### src/rtl/acc_alu_pkg.sv
package acc_alu_pkg;

  typedef enum logic [4:0] {
    OP_NONE, OP_MOVA, OP_CLR, OP_SUB, OP_DEC, OP_OR, OP_AND, OP_XOR, OP_ADD,
    OP_MOVR, OP_COM, OP_INC, OP_DJZ, OP_RRC, OP_RLC, OP_SWAP, OP_IJZ
  } op_e;

  typedef struct packed {
    logic z;
    logic c;
    logic dc;
  } flags_t;

  function automatic flags_t flag_mask(op_e op);
    flags_t m;
    m = '0;
    case (op)
      OP_ADD, OP_SUB: m = '{z: 1'b1, c: 1'b1, dc: 1'b1};
      OP_CLR, OP_DEC, OP_OR, OP_AND, OP_XOR, OP_MOVR, OP_COM, OP_INC:
        m.z = 1'b1;
      OP_RRC, OP_RLC: m.c = 1'b1;
      default: m = '0;
    endcase
    return m;
  endfunction

  function automatic logic uses_adder(op_e op);
    return op inside {OP_ADD, OP_SUB, OP_INC, OP_DEC, OP_DJZ, OP_IJZ};
  endfunction

endpackage

### src/rtl/acc_alu_decode.sv
module acc_alu_decode
  import acc_alu_pkg::*;
#(
  parameter int INSTR_W = 13,
  parameter int ADDR_W  = 6
) (
  input  logic [INSTR_W-1:0] instr_i,
  output op_e                op_o,
  output logic               dst_reg_o
);
  localparam int SEL_LO = ADDR_W + 1;
  localparam int SEL_HI = ADDR_W + 4;
  localparam int TOP_LO = ADDR_W + 5;

  logic [3:0]        sel;
  logic [ADDR_W-1:0] addr;
  logic              upper_clear;

  assign sel         = instr_i[SEL_HI:SEL_LO];
  assign addr        = instr_i[ADDR_W-1:0];
  assign dst_reg_o   = instr_i[ADDR_W];
  assign upper_clear = ~|instr_i[INSTR_W-1:TOP_LO];

  always_comb begin
    op_o = OP_NONE;
    if (upper_clear) begin
      case (sel)
        4'h0: op_o = dst_reg_o ? OP_MOVA : OP_NONE;
        // accumulator clear exists only at address zero
        4'h1: op_o = (dst_reg_o || addr == '0) ? OP_CLR : OP_NONE;
        4'h2: op_o = OP_SUB;
        4'h3: op_o = OP_DEC;
        4'h4: op_o = OP_OR;
        4'h5: op_o = OP_AND;
        4'h6: op_o = OP_XOR;
        4'h7: op_o = OP_ADD;
        4'h8: op_o = OP_MOVR;
        4'h9: op_o = OP_COM;
        4'hA: op_o = OP_INC;
        4'hB: op_o = OP_DJZ;
        4'hC: op_o = OP_RRC;
        4'hD: op_o = OP_RLC;
        4'hE: op_o = OP_SWAP;
        4'hF: op_o = OP_IJZ;
        default: op_o = OP_NONE;
      endcase
    end
  end
endmodule

### src/rtl/acc_alu_arith.sv
module acc_alu_arith
  import acc_alu_pkg::*;
#(
  parameter int DATA_W = 8
) (
  input  op_e               op_i,
  input  logic [DATA_W-1:0] a_i,
  input  logic [DATA_W-1:0] r_i,
  output logic [DATA_W-1:0] res_o,
  output logic              c_o,
  output logic              dc_o
);
  localparam int NIB = DATA_W / 2;

  logic [DATA_W-1:0] x, y;
  logic              cin;
  logic [DATA_W:0]   sum;

  // one adder serves add, subtract (R + ~A + 1), increment and decrement
  always_comb begin
    x   = r_i;
    y   = '0;
    cin = 1'b0;
    case (op_i)
      OP_ADD:         y = a_i;
      OP_SUB:         begin y = ~a_i; cin = 1'b1; end
      OP_INC, OP_IJZ: cin = 1'b1;
      OP_DEC, OP_DJZ: y = '1;
      default:        ;
    endcase
  end

  assign sum   = {1'b0, x} + {1'b0, y} + {{DATA_W{1'b0}}, cin};
  assign res_o = sum[DATA_W-1:0];
  assign c_o   = sum[DATA_W];
  // carry into the upper nibble recovered from the sum bit
  assign dc_o  = x[NIB] ^ y[NIB] ^ sum[NIB];
endmodule

### src/rtl/acc_alu_bitops.sv
module acc_alu_bitops
  import acc_alu_pkg::*;
#(
  parameter int DATA_W = 8
) (
  input  op_e               op_i,
  input  logic [DATA_W-1:0] a_i,
  input  logic [DATA_W-1:0] r_i,
  input  logic              c_i,
  output logic [DATA_W-1:0] res_o,
  output logic              c_o
);
  localparam int NIB = DATA_W / 2;

  always_comb begin
    res_o = '0;
    c_o   = c_i;
    case (op_i)
      OP_OR:   res_o = a_i | r_i;
      OP_AND:  res_o = a_i & r_i;
      OP_XOR:  res_o = a_i ^ r_i;
      OP_COM:  res_o = ~r_i;
      OP_MOVR: res_o = r_i;
      OP_MOVA: res_o = a_i;
      OP_CLR:  res_o = '0;
      OP_RRC:  begin res_o = {c_i, r_i[DATA_W-1:1]}; c_o = r_i[0]; end
      OP_RLC:  begin res_o = {r_i[DATA_W-2:0], c_i}; c_o = r_i[DATA_W-1]; end
      OP_SWAP: res_o = {r_i[NIB-1:0], r_i[DATA_W-1:NIB]};
      default: res_o = '0;
    endcase
  end
endmodule

### src/rtl/acc_alu_exec.sv
module acc_alu_exec
  import acc_alu_pkg::*;
#(
  parameter int DATA_W  = 8,
  parameter int INSTR_W = 13,
  parameter int ADDR_W  = 6,
  parameter bit REG_OUT = 1'b1
) (
  input  logic               clk_i,
  input  logic               rst_ni,
  input  logic [INSTR_W-1:0] instr_i,
  input  logic [DATA_W-1:0]  acc_i,
  input  logic [DATA_W-1:0]  reg_i,
  input  logic               c_i,
  output logic [DATA_W-1:0]  res_o,
  output logic               acc_we_o,
  output logic               reg_we_o,
  output logic [2:0]         flag_we_o,
  output logic               z_o,
  output logic               c_o,
  output logic               dc_o,
  output logic               skip_o
);
  localparam int NIB = DATA_W / 2;

  op_e               op;
  logic              dst_reg;
  logic [DATA_W-1:0] ar_res, bo_res, res_n;
  logic              ar_c, ar_dc, bo_c;
  flags_t            mask;
  logic              hit, zero_n;
  logic              acc_we_n, reg_we_n, z_n, c_n, dc_n, skip_n;

  acc_alu_decode #(.INSTR_W(INSTR_W), .ADDR_W(ADDR_W)) u_dec (
    .instr_i  (instr_i),
    .op_o     (op),
    .dst_reg_o(dst_reg)
  );

  acc_alu_arith #(.DATA_W(DATA_W)) u_arith (
    .op_i (op),
    .a_i  (acc_i),
    .r_i  (reg_i),
    .res_o(ar_res),
    .c_o  (ar_c),
    .dc_o (ar_dc)
  );

  acc_alu_bitops #(.DATA_W(DATA_W)) u_bitops (
    .op_i (op),
    .a_i  (acc_i),
    .r_i  (reg_i),
    .c_i  (c_i),
    .res_o(bo_res),
    .c_o  (bo_c)
  );

  always_comb begin
    mask     = flag_mask(op);
    hit      = (op != OP_NONE);
    res_n    = uses_adder(op) ? ar_res : bo_res;
    zero_n   = (res_n == '0);
    acc_we_n = hit & ~dst_reg;
    reg_we_n = hit & dst_reg;
    z_n      = mask.z & zero_n;
    c_n      = mask.c ? (uses_adder(op) ? ar_c : bo_c) : c_i;
    dc_n     = mask.dc & ar_dc;
    skip_n   = (op == OP_DJZ || op == OP_IJZ) && zero_n;
  end

  if (REG_OUT) begin : g_reg
    always_ff @(posedge clk_i or negedge rst_ni) begin
      if (!rst_ni) begin
        res_o     <= '0;
        acc_we_o  <= 1'b0;
        reg_we_o  <= 1'b0;
        flag_we_o <= '0;
        z_o       <= 1'b0;
        c_o       <= 1'b0;
        dc_o      <= 1'b0;
        skip_o    <= 1'b0;
      end else begin
        res_o     <= res_n;
        acc_we_o  <= acc_we_n;
        reg_we_o  <= reg_we_n;
        flag_we_o <= mask;
        z_o       <= z_n;
        c_o       <= c_n;
        dc_o      <= dc_n;
        skip_o    <= skip_n;
      end
    end
  end else begin : g_comb
    always_comb begin
      res_o     = res_n;
      acc_we_o  = acc_we_n;
      reg_we_o  = reg_we_n;
      flag_we_o = mask;
      z_o       = z_n;
      c_o       = c_n;
      dc_o      = dc_n;
      skip_o    = skip_n;
    end
  end

  a_r2_add_carry: assert property (@(posedge clk_i) disable iff (!rst_ni)
    (op == OP_ADD) |-> ({ar_c, ar_res} == ({1'b0, acc_i} + {1'b0, reg_i})));

  a_r3_sub_borrow: assert property (@(posedge clk_i) disable iff (!rst_ni)
    (op == OP_SUB) |-> (ar_c == (reg_i >= acc_i)));

  a_r3_sub_half: assert property (@(posedge clk_i) disable iff (!rst_ni)
    (op == OP_SUB) |-> (ar_dc == (reg_i[NIB-1:0] >= acc_i[NIB-1:0])));

  a_r6_rrc_carry: assert property (@(posedge clk_i) disable iff (!rst_ni)
    (op == OP_RRC) |-> (bo_res[DATA_W-1] == c_i && bo_c == reg_i[0]));

  a_r1_one_dest: assert property (@(posedge clk_i) disable iff (!rst_ni)
    $onehot0({acc_we_o, reg_we_o}));

  a_r8_skip_zero: assert property (@(posedge clk_i) disable iff (!rst_ni)
    skip_o |-> (res_o == '0 && flag_we_o == '0));

  a_r11_quiet: assert property (@(posedge clk_i) disable iff (!rst_ni)
    !(acc_we_o || reg_we_o) |-> (!skip_o && flag_we_o == '0));
endmodule

### config.mk
export PLATFORM = sky130hd
export DESIGN_NAME = acc_alu_exec
export DESIGN_NICKNAME = d
export VERILOG_FILES = /design/src/rtl/acc_alu_pkg.sv /design/src/rtl/acc_alu_decode.sv /design/src/rtl/acc_alu_arith.sv /design/src/rtl/acc_alu_bitops.sv /design/src/rtl/acc_alu_exec.sv
export SDC_FILE = /design/constraint.sdc
export NUM_CORES = 1
export LEC_CHECK = 0
export CELL_PAD_IN_SITES_DETAIL_PLACEMENT = 0
export CELL_PAD_IN_SITES_GLOBAL_PLACEMENT = 1
export CORE_MARGIN = 1.5
export CORE_UTILIZATION = 42
export CTS_BUF_LIST = sky130_fd_sc_hd__clkbuf_8
export DETAILED_ROUTE_END_ITERATION = 16
export GPL_TIMING_DRIVEN = 0
export PLACE_DENSITY = 0.85
export SYNTH_ARGS = -nofsm -noshare
export SYNTH_HDL_FRONTEND = slang
export SYNTH_SLANG_ARGS = --single-unit
export TNS_END_PERCENT = 30
### constraint.sdc
create_clock -name clk_i -period 1.2 [get_ports clk_i]
set_input_delay 0.24 -clock clk_i [delete_from_list [all_inputs] [get_ports clk_i]]
set_output_delay 0.24 -clock clk_i [all_outputs]
set_load 0.01 [all_outputs]
Yosys cells after proc, flatten, opt, wreduce, memory -nomap -nowiden
Cells that the tools add are included.
{"block": "word_totals", "register_bits": 17, "in_bits": 32, "output_inout_bits": 17, "word_cells": 81}
{"block": "op_classes", "addsub": 2, "n_eq_ne": 31, "mux": 14, "n_bitwise": 12, "reduce_logical": 14}
{"cell": "$pmux 5 s16", "count": 1}
{"cell": "$pmux 8 s9", "count": 1}
{"cell": "$eq 5x4->1 const B", "count": 8}
{"cell": "$eq 4x4->1 const B", "count": 8}
{"cell": "$pmux 8 s3", "count": 1}
{"cell": "$eq 5x3->1 const B", "count": 4}
{"cell": "$eq 4x3->1 const B", "count": 4}
{"cell": "$not 8->8", "count": 2}
{"cell": "$eq 5x2->1 const B", "count": 2}
{"cell": "$reduce_or 10->1", "count": 1}
{"cell": "$add 8x8->9", "count": 1}
{"cell": "$add 9x1->9", "count": 1}
{"cell": "$and 8x8->8", "count": 1}
{"cell": "$eq 4x2->1 const B", "count": 2}
{"cell": "$logic_not 8->1", "count": 1}
{"cell": "$mux 8", "count": 1}
{"cell": "$or 8x8->8", "count": 1}
{"cell": "$xor 8x8->8", "count": 1}
{"cell": "$mux 1", "count": 7}
{"cell": "$logic_not 6->1", "count": 1}
{"cell": "$reduce_bool 6->1", "count": 1}
{"cell": "$reduce_or 2->1", "count": 3}
{"cell": "$eq 5x1->1 const B", "count": 1}
{"cell": "$eq 5x5->1 const B", "count": 1}
{"cell": "13 further kinds", "count": 18}

Logic depth before layout (Yosys ltp)
Gate-level depths: netlist of the first run.
{"block": "logic_depth", "ltp_word": 13, "mapped_depth": 17, "ltp_nobuf": 15}

Hierarchy
A second synthesis of the first run with hierarchy kept.
{"block": "unflattened", "cells_unflattened": 309, "area_unflattened_um2": 2531.2}
{"module": "acc_alu_bitops", "n_inst": 1, "cells_per_inst": 145, "area_per_inst_um2": 1016.0, "seq_area_each_um2": 0.0}
{"module": "acc_alu_exec", "n_inst": 1, "cells_per_inst": 65, "area_per_inst_um2": 812.0, "seq_area_each_um2": 425.4}
{"module": "acc_alu_arith", "n_inst": 1, "cells_per_inst": 82, "area_per_inst_um2": 584.3, "seq_area_each_um2": 0.0}
{"module": "acc_alu_decode", "n_inst": 1, "cells_per_inst": 17, "area_per_inst_um2": 118.9, "seq_area_each_um2": 0.0}

Worst setup path after synthesis of the first run
Ideal clock, no wire load.
{"block": "synth_path", "path_type": "input port to flip-flop", "startpoint": "in instr_i[1]", "endpoint": "reg z_o", "setup_time_ps": 68, "t_arrival_ps": 3395, "required_ps": 1132, "setup_slack_ps": -2263, "path_stages": 16, "n_path_buf": 1, "path_cell_list": "nor4_1 -> a311oi_1 -> o211ai_1 -> nor2b_1 -> buf_2 -> a211o_1 -> fa_1 -> inv_1 -> fa_1 -> nand2b_1 -> a21oi_1 -> a31oi_1 -> xor2_1 -> o221ai_2 -> nor4_2 -> and4_1"}
{"block": "synth_between", "elab_chain_len": 13, "elab_cells_between_ends": 34, "classes_between": "add/sub: 2; eq/ne: 16; mux: 8; bitwise: 1; reduce/logical: 7"}
{"item": "start, declared", "line": "acc_alu_exec.sv:11", "rtl": "input logic [INSTR_W-1:0] instr_i,"}
{"item": "$logic_not 6->1 *", "line": "acc_alu_decode.sv:30", "rtl": "4'h1: op_o = (dst_reg_o || addr == '0) ? OP_CLR : OP_NONE;"}
{"item": "$logic_or 1x1->1 *", "line": "acc_alu_decode.sv:30"}
{"item": "$mux 2 *", "line": "acc_alu_decode.sv:30"}
{"item": "$pmux 5 s16 *", "line": "acc_alu_decode.sv:27", "rtl": "case (sel)"}
{"item": "$mux 5 *", "line": "acc_alu_decode.sv:26", "rtl": "if (upper_clear) begin"}
{"item": "$eq 5x3->1 / $eq 5x4->1 (equally long branches)", "line": "acc_alu_pkg.sv:28, acc_alu_arith.sv:24"}
{"item": "$reduce_or 2->1", "line": "acc_alu_arith.sv:24", "rtl": "case (op_i)"}
{"item": "$pmux 8 s3", "line": "acc_alu_arith.sv:24"}
{"item": "$add 8x8->9", "line": "acc_alu_arith.sv:33", "rtl": "assign sum = {1'b0, x} + {1'b0, y} + {{DATA_W{1'b0}}, cin};"}
{"item": "$add 9x1->9", "line": "acc_alu_arith.sv:33"}
{"item": "$mux 8 *", "line": "acc_alu_exec.sv:61", "rtl": "res_n = uses_adder(op) ? ar_res : bo_res;"}
{"item": "net res_n[6]", "line": "acc_alu_exec.sv:28", "rtl": "logic [DATA_W-1:0] ar_res, bo_res, res_n;"}
{"item": "$logic_not 8->1 *", "line": "acc_alu_exec.sv:62", "rtl": "zero_n = (res_n == '0);"}
{"item": "$and 1x1->1 *", "line": "acc_alu_exec.sv:65", "rtl": "z_n = mask.z & zero_n;"}
{"item": "net z_n", "line": "acc_alu_exec.sv:32", "rtl": "logic acc_we_n, reg_we_n, z_n, c_n, dc_n, skip_n;"}
{"item": "end signal, assigned", "line": "acc_alu_exec.sv:87", "rtl": "z_o <= z_n;"}
{"item": "end, declared", "line": "acc_alu_exec.sv:19", "rtl": "output logic z_o,"}
Mark *: on every way through the listed nets, which the timed path passes. The rest lies on a longest branch.

Worst setup path after layout of the first run
{"block": "layout_path", "startpoint": "in instr_i[10]", "endpoint": "reg z_o"}
{"block": "layout_between", "elab_chain_len": 11, "elab_cells_between_ends": 47, "classes_between": "add/sub: 2; eq/ne: 31; mux: 7; bitwise: 1; reduce/logical: 6"}
{"item": "$eq 4x4->1 (tied with other cells)", "line": "acc_alu_decode.sv:27"}
{"item": "$pmux 5 s16 *", "line": "acc_alu_decode.sv:27"}
{"item": "$mux 5 *", "line": "acc_alu_decode.sv:26"}
{"item": "$eq 5x3->1 / $eq 5x4->1 (equally long branches)", "line": "acc_alu_pkg.sv:28, acc_alu_arith.sv:24"}
{"item": "$reduce_or 2->1", "line": "acc_alu_arith.sv:24"}
{"item": "$pmux 8 s3", "line": "acc_alu_arith.sv:24"}
{"item": "$add 8x8->9", "line": "acc_alu_arith.sv:33"}
{"item": "$add 9x1->9", "line": "acc_alu_arith.sv:33"}
{"item": "$mux 8 *", "line": "acc_alu_exec.sv:61"}
{"item": "net res_n[6]", "line": "acc_alu_exec.sv:28"}
{"item": "$logic_not 8->1 *", "line": "acc_alu_exec.sv:62"}
{"item": "$and 1x1->1 *", "line": "acc_alu_exec.sv:65"}
{"item": "net z_n", "line": "acc_alu_exec.sv:32"}
Marked as above.

==> metrics.txt, run 1 <==
critical path endpoint category register; Worst Hold Class in2async; chip width 76.6 um; CP delay by family, top simple AND/OR/NAND/NOR gates; CP max stage delay 360 ps; Routability Congestion 0.912; die area 5860 sq um; buffer depth of the longest clock path 2; outcome finished with violations; Mapped Area 2270 sq um; fraction of registers with async set/reset 1.00; DR vias 2542; Hold Fails Final Rpt 0; Nets 401; post-synth top area share 0.187; placed cell areas 2850 sq um; Tot Pwr 1880 uW; post-DP HPWL 5620 um; Tcrit/Tclk final 2.82; Synth Area in Simple Gates 0.227; CTS Root Cell clkbuf_8; CTS Buf Count 3; predominant post-synthesis flop cell dfrtp_1; Worst EP required 1380 ps; largest family of logic cells by synthesized area compound AO/OA/AOI/OAI gates; internal power 1220 uW; hold_buf cts 0; min Tclk post-route 3390 ps; post-synthesis mux area share 0.0529; GRT Util Overall 0.267; largest net degree at the start of global routing 18; first-pass GRT wire length 12300 um; Warnings, synthesis 0; Post-Synth Adder-Cell Area 0.144; RSZ-0062 raised after global routing true; antenna violations before repair 0; Die Ht 76.6 um; WP buf/inv 4; Yosys cell types 73; Post-synth EDFFs 0; PD cells 591 nW/um^2; Final setup viols 15; syn avg cell area 8.26 sq um; commonest cells in the netlist nor2_1, ha_1, inv_1; Yosys top cell by area dfrtp_1; H-tree depth 1; violated checks setup timing; worst slew pin tran 1020 ps; register area share after synthesis 0.187; IO Count 49; dpl cells 390; net load switching power 661 uW; critical path class in2reg; GRT overflow 0; CTS Sinks 17; design area 3190 sq um; max cap viols 0; antenna viol nets, final 0; switching share of total power 0.351; CP Max Fanout 7; clock power share 0.217; average wire per standard cell 19.0 um; worst path cell trace clkdlybuf4s15_2 -> or2_4 -> a311oi_2 -> o211ai_1 -> buf_4 -> nor2_4 -> buf_4 -> a211oi_4 -> buf_4 -> fa_2 -> nand2b_4 -> a21oi_4 -> a31oi_4 -> xor2_1 -> o221ai_2 -> nor4_4 -> and4_1; DR pass1 iterations 5; count of input and output buffers 45; most numerous cell in the Yosys netlist nor2_1; CTS tree built; Final Max Slew Viols 0; fmax 295 MHz; core footprint 5170 sq um; synth top area cells dfrtp_1, ha_1, nor2_1; arrival time of the worst setup path 3570 ps; cell mode on critical path buf_4; # rows 26; vias per cell 6.15; XOR/XNOR Fraction of Synth Area 0.0154; worst vdd ir 0.374 mV; Final Routed Wirelength 7840 um; combinational fraction of design power 0.459; CP max-delay cell fa_2; DRC 0; startpoint types input pin; Slew headroom 0.300; share of cells above drive strength 1 0.262; sequential fraction of design power 0.324; Non-Filler Instances 413; Initial Util 0.439; antenna cells 0; cell count after synthesis 275; Seq cells post-synth 17; post-synthesis compound-gate area fraction 0.296; Syn-to-layout area delta 40.3%; leakage 0.00154 uW; Starting DRT DRC Count 243; vias in the first global route 2334; syn nets 332; clock transition at the registers of the reported paths 60 ps; Worst Slack Setup Final -2190 ps
metal layers:
| layer | share of wire | track usage |
|---|---|---|
| met5 | 0 | 0 |
| met4 | 0.010 | 0.0685 |
| met3 | 0.083 | 0.0311 |
| met2 | 0.49 | 0.436 |
| met1 | 0.42 | 0.372 |
final cells by class:
class	count	area (sq um)
sequential	17	425
tap	70	87.6
timing repair buffer	66	579
inverter	22	82.6
multi-input combinational	223	1880
clock buffer	3	41.3
buffer	11	81.3
clock inverter	1	5.00
fill	485	1990
how the worst max path moves through the flow:
stage                      from   to  slack [ps]  cells after the start
floorplan            instr_i[1]  z_o       -1990                     15
global placement     instr_i[9]  z_o       -3190                     16
detailed placement   instr_i[9]  z_o       -3170                     16
CTS                  instr_i[2]  z_o       -2230                     16
global route        instr_i[10]  z_o       -2300                     17
finish              instr_i[10]  z_o       -2190                     17
cells in the final DEF, fill, tap and decap left out, types with 7 or more instances in the layout:
master / Yosys / layout
buf_4: 3 / 23
dlygate4sd2_1: 0 / 22
nor2_1: 28 / 25
nand2_1: 10 / 9
a211o_1: 8 / 8
buf_2: 7 / 7
ha_1: 23 / 21
dfrtp_1: 17 / 17
o21ai_0: 18 / 14
inv_1: 22 / 19
a21oi_1: 12 / 9
nor3_1: 7 / 7
clkdlybuf4s50_1: 0 / 17
buf_6: 3 / 7
power groups by stage:
stage | Clock (uW) | Sequential, uW | Combinational (uW)
finish | 408 | 610 | 864
global route | 451 | 613 | 931
CTS | 417 | 610 | 789
detailed placement | 0 | 622 | 751
global placement | 0 | 621 | 750
floorplan | 0 | 639 | 394
per-stage QoR:
stage	TNS (ps)	hold WS (ps)	utilization	worst slack [ps]
final	-21640	418	0.616	-2190
after global routing	-22940	479	0.616	-2300
after CTS	-21550	437	0.592	-2230
after detailed placement	-34530	703	0.551	-3170
after global placement	-34810	700	0.551	-3190
after floorplan	-19620	-55.6	-	-1990
registers in the layout, summed over array words and instances (netlist names):
| signal | flops |
|---|---|
| acc_we_o | 1 |
| c_o | 1 |
| dc_o | 1 |
| flag_we_o | 3 |
| reg_we_o | 1 |
| res_o | 8 |
| skip_o | 1 |
| z_o | 1 |
kinds of logic after synthesis:
| logic type | Yosys count |
|---|---|
| multiplexers | 11 |
| adder cells (fa/ha/maj) | 25 |
| XOR/XNOR | 4 |
| buffers and inverters | 35 |
| AND/OR/NAND/NOR | 91 |
| AO/OA/AOI/OAI | 92 |
| flip-flops | 17 |
timing repair:
item,in CTS,in global routing
setup buffers,17,5
pin swaps,20,23
endpoints found under the setup margin,33,15
resized for setup,69,19
(Power assumes the default switching activity.)
==> inputs of run 2 (changes only) <==
CAP_MARGIN = 20   (was default)
==> results of run 2 <==
Same layout as run 1: the final DEF is identical, and so are final timing and power.
